## config.mk

```make
export PLATFORM = sky130hd
export DESIGN_NAME = serial_rsp_rx
export DESIGN_NICKNAME = d
export VERILOG_FILES = /design/src/rtl/srx_pkg.sv /design/src/rtl/srx_crc4.sv /design/src/rtl/srx_shift.sv /design/src/rtl/serial_rsp_rx.sv
export SDC_FILE = /design/constraint.sdc
export NUM_CORES = 1
export LEC_CHECK = 0
export CAP_MARGIN = 20
export CORE_MARGIN = 5
export CORE_UTILIZATION = 30
export CTS_CLUSTER_DIAMETER = 100
export CTS_CLUSTER_SIZE = 12
export DETAILED_ROUTE_END_ITERATION = 8
export DONT_BUFFER_PORTS = 1
export GPL_TIMING_DRIVEN = 0
export PLACE_DENSITY_LB_ADDON = 0.2
export SETUP_SLACK_MARGIN = 0.3
export SLEW_MARGIN = 40
export SYNTH_ARGS = -nofsm -noshare
export SYNTH_HDL_FRONTEND = slang
export SYNTH_SLANG_ARGS = --single-unit
```

## constraint.sdc

```tcl
create_clock -name clk -period 3.5 [get_ports clk]
set_input_delay 0.175 -clock clk [delete_from_list [all_inputs] [get_ports clk]]
set_output_delay 0.175 -clock clk [all_outputs]
set_load 0.05 [all_outputs]
```

## src/rtl/srx_pkg.sv

```systemverilog
package srx_pkg;

  typedef enum logic [3:0] {
    S_IDLE, S_WAIT, S_HDR, S_DATA, S_CRC, S_SKIP,
    S_DRAIN, S_HOLD, S_POLL, S_ECHO, S_PRIME
  } srx_state_e;

  localparam logic [2:0] ST_OK   = 3'd0;
  localparam logic [2:0] ST_BUSY = 3'd1;
  localparam logic [2:0] ST_ERRA = 3'd2;
  localparam logic [2:0] ST_ERRC = 3'd3;
  localparam logic [2:0] ST_TMO  = 3'd4;
  localparam logic [2:0] ST_CRC  = 3'd5;

  localparam logic [1:0] RC_ACK  = 2'd0;
  localparam logic [1:0] RC_BUSY = 2'd1;
  localparam logic [1:0] RC_ERRA = 2'd2;
  localparam logic [1:0] RC_ERRC = 2'd3;

  // one serial step of x^4+x^2+x+1
  function automatic logic [3:0] crc4_step(input logic [3:0] c, input logic b);
    logic fb;
    fb = c[3] ^ b;
    return {c[2:0], 1'b0} ^ (fb ? 4'b0111 : 4'b0000);
  endfunction

endpackage

```

## src/rtl/srx_crc4.sv

```systemverilog
module srx_crc4
  import srx_pkg::*;
(
  input  logic       clk,
  input  logic       rst_n,
  input  logic       seed,
  input  logic       en,
  input  logic       din,
  output logic [3:0] crc
);
  always_ff @(posedge clk) begin
    if (!rst_n)    crc <= 4'h0;
    else if (seed) crc <= crc4_step(4'h0, 1'b1);
    else if (en)   crc <= crc4_step(crc, din);
  end

  // the check value only moves while response bits are fed in
  p_crc_hold_r6: assert property (@(posedge clk) disable iff (!rst_n)
    (!seed && !en) |=> $stable(crc));
endmodule

```

## src/rtl/srx_shift.sv

```systemverilog
module srx_shift #(
  parameter int W = 32
) (
  input  logic         clk,
  input  logic         rst_n,
  input  logic         clr,
  input  logic         en,
  input  logic         din,
  output logic [W-1:0] q
);
  always_ff @(posedge clk) begin
    if (!rst_n || clr) q <= '0;
    else if (en)       q <= {q[W-2:0], din};
  end
endmodule

```

## src/rtl/serial_rsp_rx.sv

```systemverilog
module serial_rsp_rx
  import srx_pkg::*;
#(
  parameter int TIMEOUT_CLKS = 1000,
  parameter int DRAIN_CLKS   = 20,
  parameter int HOLD_CLKS    = 100,
  parameter int ECHO_CLKS    = 16,
  parameter int PRIME_CLKS   = 100,
  parameter int SKIP_CLKS    = 4,
  parameter int MAX_BUSY     = 100,
  parameter int POLL_BITS    = 9,
  parameter logic [POLL_BITS-1:0] POLL_CODE = 9'h02A
) (
  input  logic        clk,
  input  logic        rst_n,
  input  logic        req_valid,
  output logic        req_ready,
  input  logic        req_rd,
  input  logic [1:0]  req_size,
  output logic        bus_clk,
  input  logic        bus_din,
  output logic        bus_dout,
  output logic        bus_doe,
  output logic        done,
  output logic [2:0]  status,
  output logic [31:0] rdata
);
  localparam int DATA_W   = 32;
  localparam int HDR_BITS = 4;
  localparam int CRC_BITS = 4;
  localparam int FRAME_W  = POLL_BITS + 1;
  localparam int CNT_MAX  = TIMEOUT_CLKS + DRAIN_CLKS + HOLD_CLKS + ECHO_CLKS
                          + PRIME_CLKS + SKIP_CLKS + FRAME_W + DATA_W;
  localparam int CNT_W    = $clog2(CNT_MAX);
  localparam int BUSY_W   = $clog2(MAX_BUSY + 1);
  localparam int LEN_W    = $clog2(DATA_W) + 1;
  localparam logic [FRAME_W-1:0] POLL_FRAME = {1'b1, POLL_CODE};

  srx_state_e        state;
  logic [CNT_W-1:0]  cnt;
  logic [BUSY_W-1:0] busy_cnt;
  logic              rd_q;
  logic [LEN_W-1:0]  dlen_q;
  logic              done_q;
  logic [2:0]        status_q;

  logic                 bit_in, start_hit;
  logic [CRC_BITS-2:0]  sh_q;
  logic [3:0]           crc_q;
  logic [DATA_W-1:0]    data_q;
  logic [1:0]           code;
  logic [CRC_BITS-1:0]  crc_rx;
  logic [FRAME_W-1:0]   poll_sh;

  function automatic logic [LEN_W-1:0] size_len(input logic [1:0] s);
    case (s)
      2'd0:    return LEN_W'(8);
      2'd1:    return LEN_W'(16);
      default: return LEN_W'(DATA_W);
    endcase
  endfunction

  assign bit_in    = ~bus_din;  // line is negative-active
  assign start_hit = (state == S_WAIT) && bit_in;
  assign code      = {sh_q[0], bit_in};
  assign crc_rx    = {sh_q, bit_in};

  srx_crc4 u_crc (
    .clk(clk), .rst_n(rst_n), .seed(start_hit),
    .en((state == S_HDR) || (state == S_DATA)), .din(bit_in), .crc(crc_q)
  );

  srx_shift #(.W(CRC_BITS-1)) u_hdr (
    .clk(clk), .rst_n(rst_n), .clr(1'b0),
    .en((state == S_HDR) || (state == S_CRC)), .din(bit_in), .q(sh_q)
  );

  srx_shift #(.W(DATA_W)) u_data (
    .clk(clk), .rst_n(rst_n), .clr(start_hit),
    .en(state == S_DATA), .din(bit_in), .q(data_q)
  );

  always_ff @(posedge clk) begin
    if (!rst_n) begin
      state    <= S_IDLE;
      cnt      <= '0;
      busy_cnt <= '0;
      rd_q     <= 1'b0;
      dlen_q   <= '0;
      done_q   <= 1'b0;
      status_q <= ST_OK;
    end else begin
      done_q <= 1'b0;
      cnt    <= cnt + 1'b1;
      case (state)
        S_IDLE: begin
          cnt <= '0;
          if (req_valid) begin
            state    <= S_WAIT;
            rd_q     <= req_rd;
            dlen_q   <= size_len(req_size);
            busy_cnt <= '0;
          end
        end
        S_WAIT: begin
          if (bit_in) begin
            state <= S_HDR; cnt <= '0;
          end else if (cnt == CNT_W'(TIMEOUT_CLKS - 1)) begin
            state <= S_DRAIN; cnt <= '0;
          end
        end
        S_HDR: if (cnt == CNT_W'(HDR_BITS - 1)) begin
          cnt <= '0;
          case (code)
            RC_ACK:  state <= rd_q ? S_DATA : S_CRC;
            RC_BUSY: begin
              if (busy_cnt == BUSY_W'(MAX_BUSY)) begin
                state <= S_IDLE; done_q <= 1'b1; status_q <= ST_BUSY;
              end else begin
                busy_cnt <= busy_cnt + 1'b1;
                state    <= S_HOLD;
              end
            end
            default: begin
              state    <= S_SKIP;
              status_q <= (code == RC_ERRA) ? ST_ERRA : ST_ERRC;
            end
          endcase
        end
        S_DATA: if (cnt == CNT_W'(dlen_q) - 1'b1) begin
          state <= S_CRC; cnt <= '0;
        end
        S_CRC: if (cnt == CNT_W'(CRC_BITS - 1)) begin
          cnt <= '0;
          if (crc_rx == crc_q) state <= S_PRIME;
          else begin
            state <= S_IDLE; done_q <= 1'b1; status_q <= ST_CRC;
          end
        end
        S_PRIME: if (cnt == CNT_W'(PRIME_CLKS - 1)) begin
          state <= S_IDLE; done_q <= 1'b1; status_q <= ST_OK;
        end
        S_SKIP: if (cnt == CNT_W'(SKIP_CLKS - 1)) begin
          state <= S_IDLE; done_q <= 1'b1;
        end
        S_DRAIN: if (cnt == CNT_W'(DRAIN_CLKS - 1)) begin
          state <= S_IDLE; done_q <= 1'b1; status_q <= ST_TMO;
        end
        S_HOLD: if (cnt == CNT_W'(HOLD_CLKS - 1)) begin
          state <= S_POLL; cnt <= '0;
        end
        S_POLL: if (cnt == CNT_W'(FRAME_W - 1)) begin
          state <= S_ECHO; cnt <= '0;
        end
        S_ECHO: if (cnt == CNT_W'(ECHO_CLKS - 1)) begin
          state <= S_WAIT; cnt <= '0;
        end
        default: state <= S_IDLE;
      endcase
    end
  end

  assign poll_sh   = POLL_FRAME << cnt;
  assign req_ready = (state == S_IDLE);
  assign bus_clk   = (state != S_IDLE);
  assign bus_doe   = (state == S_HOLD) || (state == S_POLL) || (state == S_ECHO);
  assign bus_dout  = (state == S_POLL) ? ~poll_sh[FRAME_W-1] : 1'b1;
  assign done      = done_q;
  assign status    = status_q;
  assign rdata     = data_q;

  // an accepted request leaves idle and starts clocking
  p_accept_r1: assert property (@(posedge clk) disable iff (!rst_n)
    (req_valid && req_ready) |=> (!req_ready && bus_clk));
  // idle means a quiet bus
  p_idle_quiet_r1: assert property (@(posedge clk) disable iff (!rst_n)
    req_ready |-> (!bus_clk && !bus_doe));
  // start search never outlives its window
  p_wait_limit_r2: assert property (@(posedge clk) disable iff (!rst_n)
    (state == S_WAIT) |-> (cnt < CNT_W'(TIMEOUT_CLKS)));
  // busy tally bounded
  p_busy_limit_r9: assert property (@(posedge clk) disable iff (!rst_n)
    busy_cnt <= BUSY_W'(MAX_BUSY));
  // one-cycle pulse, reported from idle with a legal code
  p_done_pulse_r11: assert property (@(posedge clk) disable iff (!rst_n)
    done |=> !done);
  p_done_idle_r11: assert property (@(posedge clk) disable iff (!rst_n)
    done |-> (req_ready && !bus_clk && status <= ST_CRC));
endmodule

```

==> results.md <==
- Vias in the first global route: 2,719
- Crit path DAT: 3.16 ns
- Share of cells above drive strength 1: 7.78%
- Synth warn: 0
- Slowest cell delay on critical path: 0.47 ns
- Final RePlAce weighted congestion: 0.863
- CORE AREA: 0.0108 mm²
- DIE HEIGHT: 115 µm
- Site row count: 38
- Clock buffer depth: 2
- Fin worst setup slack: 0.582 ns
- Die Wd: 115 µm
- Synth Instances: 418
- Setup Viol. Count Final: 0
- Die ar.: 0.0133 mm²
- Non-Filler Instances: 577
- Sequential cell area fraction in the yosys report: 41.5%
- Required time worst endpoint: 3.74 ns
- Largest family of logic cells by synthesized area: simple AND/OR/NAND/NOR gates
- Post-CTS Setup Inserts: 0
- Worst Path Buf+Inv: 2
- Worst R2R Path Depth: 9
- Initial Util: 30.7%
- # IOs: 47
- Number of flops mapped to enable cells by yosys: 0
- Initial antenna violation count: 0
- Xor/xnor share of the synthesized area: 7.10%
- All-Layer GR Usage: 12.8%
- Pleak: 0.00125 µW
- Worst Skew: 0.00801 ns
- Placed insts: 558
- Slowest-stage cell, CP: nand2_1
- Top cells by area, synth: dfxtp_1 41%, nand2_1 10%, a21oi_1 6.6%, xor2_1 4.5%, nor2_1 3.7%
- Top FF cell, synth: dfxtp_1
- Starting DRC count in detailed routing: 218
- Hold WC Path Type: input port to register
- Max-cap violations: 0
- Worst skew pair latency: 0.35 ns
- Clk pwr share: 28.7%
- Sw Share: 38.0%
- Post-synthesis mux area share: 3.00%
- Worst slack at placement: 0.303 ns
- Simple-Gate Fraction of Synth Area: 27.8%
- Synth Area in Compound Gates: 14.8%
- Seq cells post-synth: 69
- Crit-path cells: buf_2 -> nor2_1 -> nand2_1 -> clkinvlp_4 -> nand2_1 -> a22oi_2 -> nand4_1 -> xor2_1 -> nor2_1
- DR vias: 2,846
- Synth Area in Adders: 1.88%
- GRT busiest layer: met2
- Status: finished clean
- Combinational power share: 30.9%
- Async SR Flop Fraction: 0%
- DPL Wire Length: 5810 µm
- Grt ovf: 0
- CTS Sinks: 69
- Fin. max-slew vios: 0
- First-pass GRT wire length: 13,500 µm
- H-tree depth: 3
- Post-Syn Area: 0.00333 mm²
- Worst-margin pin slew: 0.798 ns
- Final Hold Vio Count: 0
- Nets: 444
- TritonCTS clock tree: done
- Layout area overhead: 12.8%
- Switching power of the nets: 885 µW
- Buffers added on ports: 0
- Syn_area_per_cell: 7.97 µm²
- WHS: 0.0490 ns
- Slew HR: 46.7%
- GR Layer Usage met3: 6.32%
- Vias/cell: 4.93
- Final TNS setup: 0 ns
- GRT met1 Usage: 16.4%
- CP Launch Type: register
- CP endpoint kind: register
- Power per cell area: 620 mW/mm²
- M2 GR Usage: 19.2%
- Final Cycle Share: 83.4%
- Post-route cell area: 0.00376 mm²
- Crit Path Max Fanout: 10
- Setup CP Type: register to register
- CP delay by family, top: simple AND/OR/NAND/NOR gates
- Placed Area: 0.00351 mm²
- Stages on the worst setup path: 9
- Achievable Freq: 0.343 GHz
- DR DRC count: 0
- Syn Nets: 430
- Max rail drop VDD: 0.419 mV
- Internal: 1440 µW
- Clk slew on worst S/H paths: 0.08 ns
- Total CTS buffers: 9
- TritonRoute pass-1 iters: 4
- Most frequent cells in the layout: 92 x nand2_1, 69 x dfxtp_1, 44 x a21oi_1
- Reg2reg setup slack: 0.58 ns
- Commonest non-fill, non-tap cell in the layout: nand2_1
- Reg power frac: 40.4%
- Hold depth: 3
- RSZ-0062 raised after global routing: false
- DR WL/cell: 14.1 µm
- Antenna cells: 0
- Minimum clock period: 2.92 ns
- Pin count of the biggest net entering global routing: 13
- Synth top area share: 41.5%
- Synth area leader: dfxtp_1
- Clk root buf: clkbuf_8
- Netlist cell types: 53
- Fill cells: 1,166
- Antenna Nets Post-Route: 0
- Routed WL: 8160 µm
power groups by stage:
stage / logic, µW / clock network, µW / registers, µW
floorplan: 572 / 0 / 937
global placement: 698 / 0 / 956
detailed placement: 702 / 0 / 959
finish: 719 / 669 / 941
CTS: 712 / 701 / 940
global route: 792 / 728 / 952
what timing repair did:
action | 4_1_cts | 5_1_grt
endpoints found under the setup margin | 3 | 3
endpoints found under the hold margin | 3 | 0
hold buffers | 3 | 0
resized for setup | 1 | 1
logic make-up (layout without fill, tap and decap cells):
family,after synthesis,in the layout
adder cells (fa/ha/maj),5,5
multiplexers,10,10
flip-flops,69,69
AO/OA/AOI/OAI,79,79
AND/OR/NAND/NOR,194,194
buffers and inverters,34,53
XOR/XNOR,27,27
flip-flops by register name, summed over array words and instances (netlist names):
name,count
u_hdr.q,3
u_crc.crc,4
u_data.q,32
done,1
busy_cnt,7
dlen_q,3
cnt,11
status,3
rd_q,1
state,4
tightest hold or removal path, stage by stage:
cell and delay, ns:
nor3b_1 0.03, a21oi_1 0.10, nor2b_1 0.05
final timing paths:
check	start	to
worst max-delay path	state[1]	busy_cnt[6]
worst min-delay path	req_size[1]	dlen_q[4]
worst max register to register	state[1]	busy_cnt[6]
worst min register to register	cnt[0]	cnt[0]
routing by layer:
metal  part of all wire, %  vias up
met4                  0.91        0
li1                      -     1448
met2                    42       73
met1                    48     1319
met3                   8.5        6
met5                     0        -
cells in the mapped netlist, types with 2 or more instances:
master    instances
nor3_1            9
ha_1              5
nand3_1           9
o21ai_0          11
nor3b_1           2
dfxtp_1          69
xnor2_1          10
and3_1            3
a211oi_1          2
or3b_2            2
nor4b_1           2
inv_1             9
nand2_1          92
nand2b_1          3
nor2b_1          13
and2_1            3
nor4_1            2
nor2_1           33
or2_2             2
clkbuf_1         21
nand4_1          10
a21oi_1          44
a21boi_0          4
nand4b_1          2
xor2_1           17
mux2i_1          10
o31ai_1           3
metrics by stage:
step | power (µW) | utilization (%)
CTS | 2350 | 34.6
global placement | 1650 | 32.4
global route | 2470 | 34.7
finish | 2330 | 34.7
detailed placement | 1660 | 32.4
floorplan | 1510 | -
cell type report:
type / instances / area (µm²) / share of cell area (%)
Multi-Input combinational cell: 315 / 1830 / 48.8
Clock inverter: 5 / 58.8 / 1.56
Inverter: 9 / 37.5 / 0.999
Sequential cell: 69 / 1380 / 36.8
Buffer: 25 / 100 / 2.66
Tap cell: 140 / 175 / 4.66
Timing Repair Buffer: 3 / 30.0 / 0.799
Clock buffer: 11 / 141 / 3.76
Note: power is estimated with default switching activity, not from simulation.
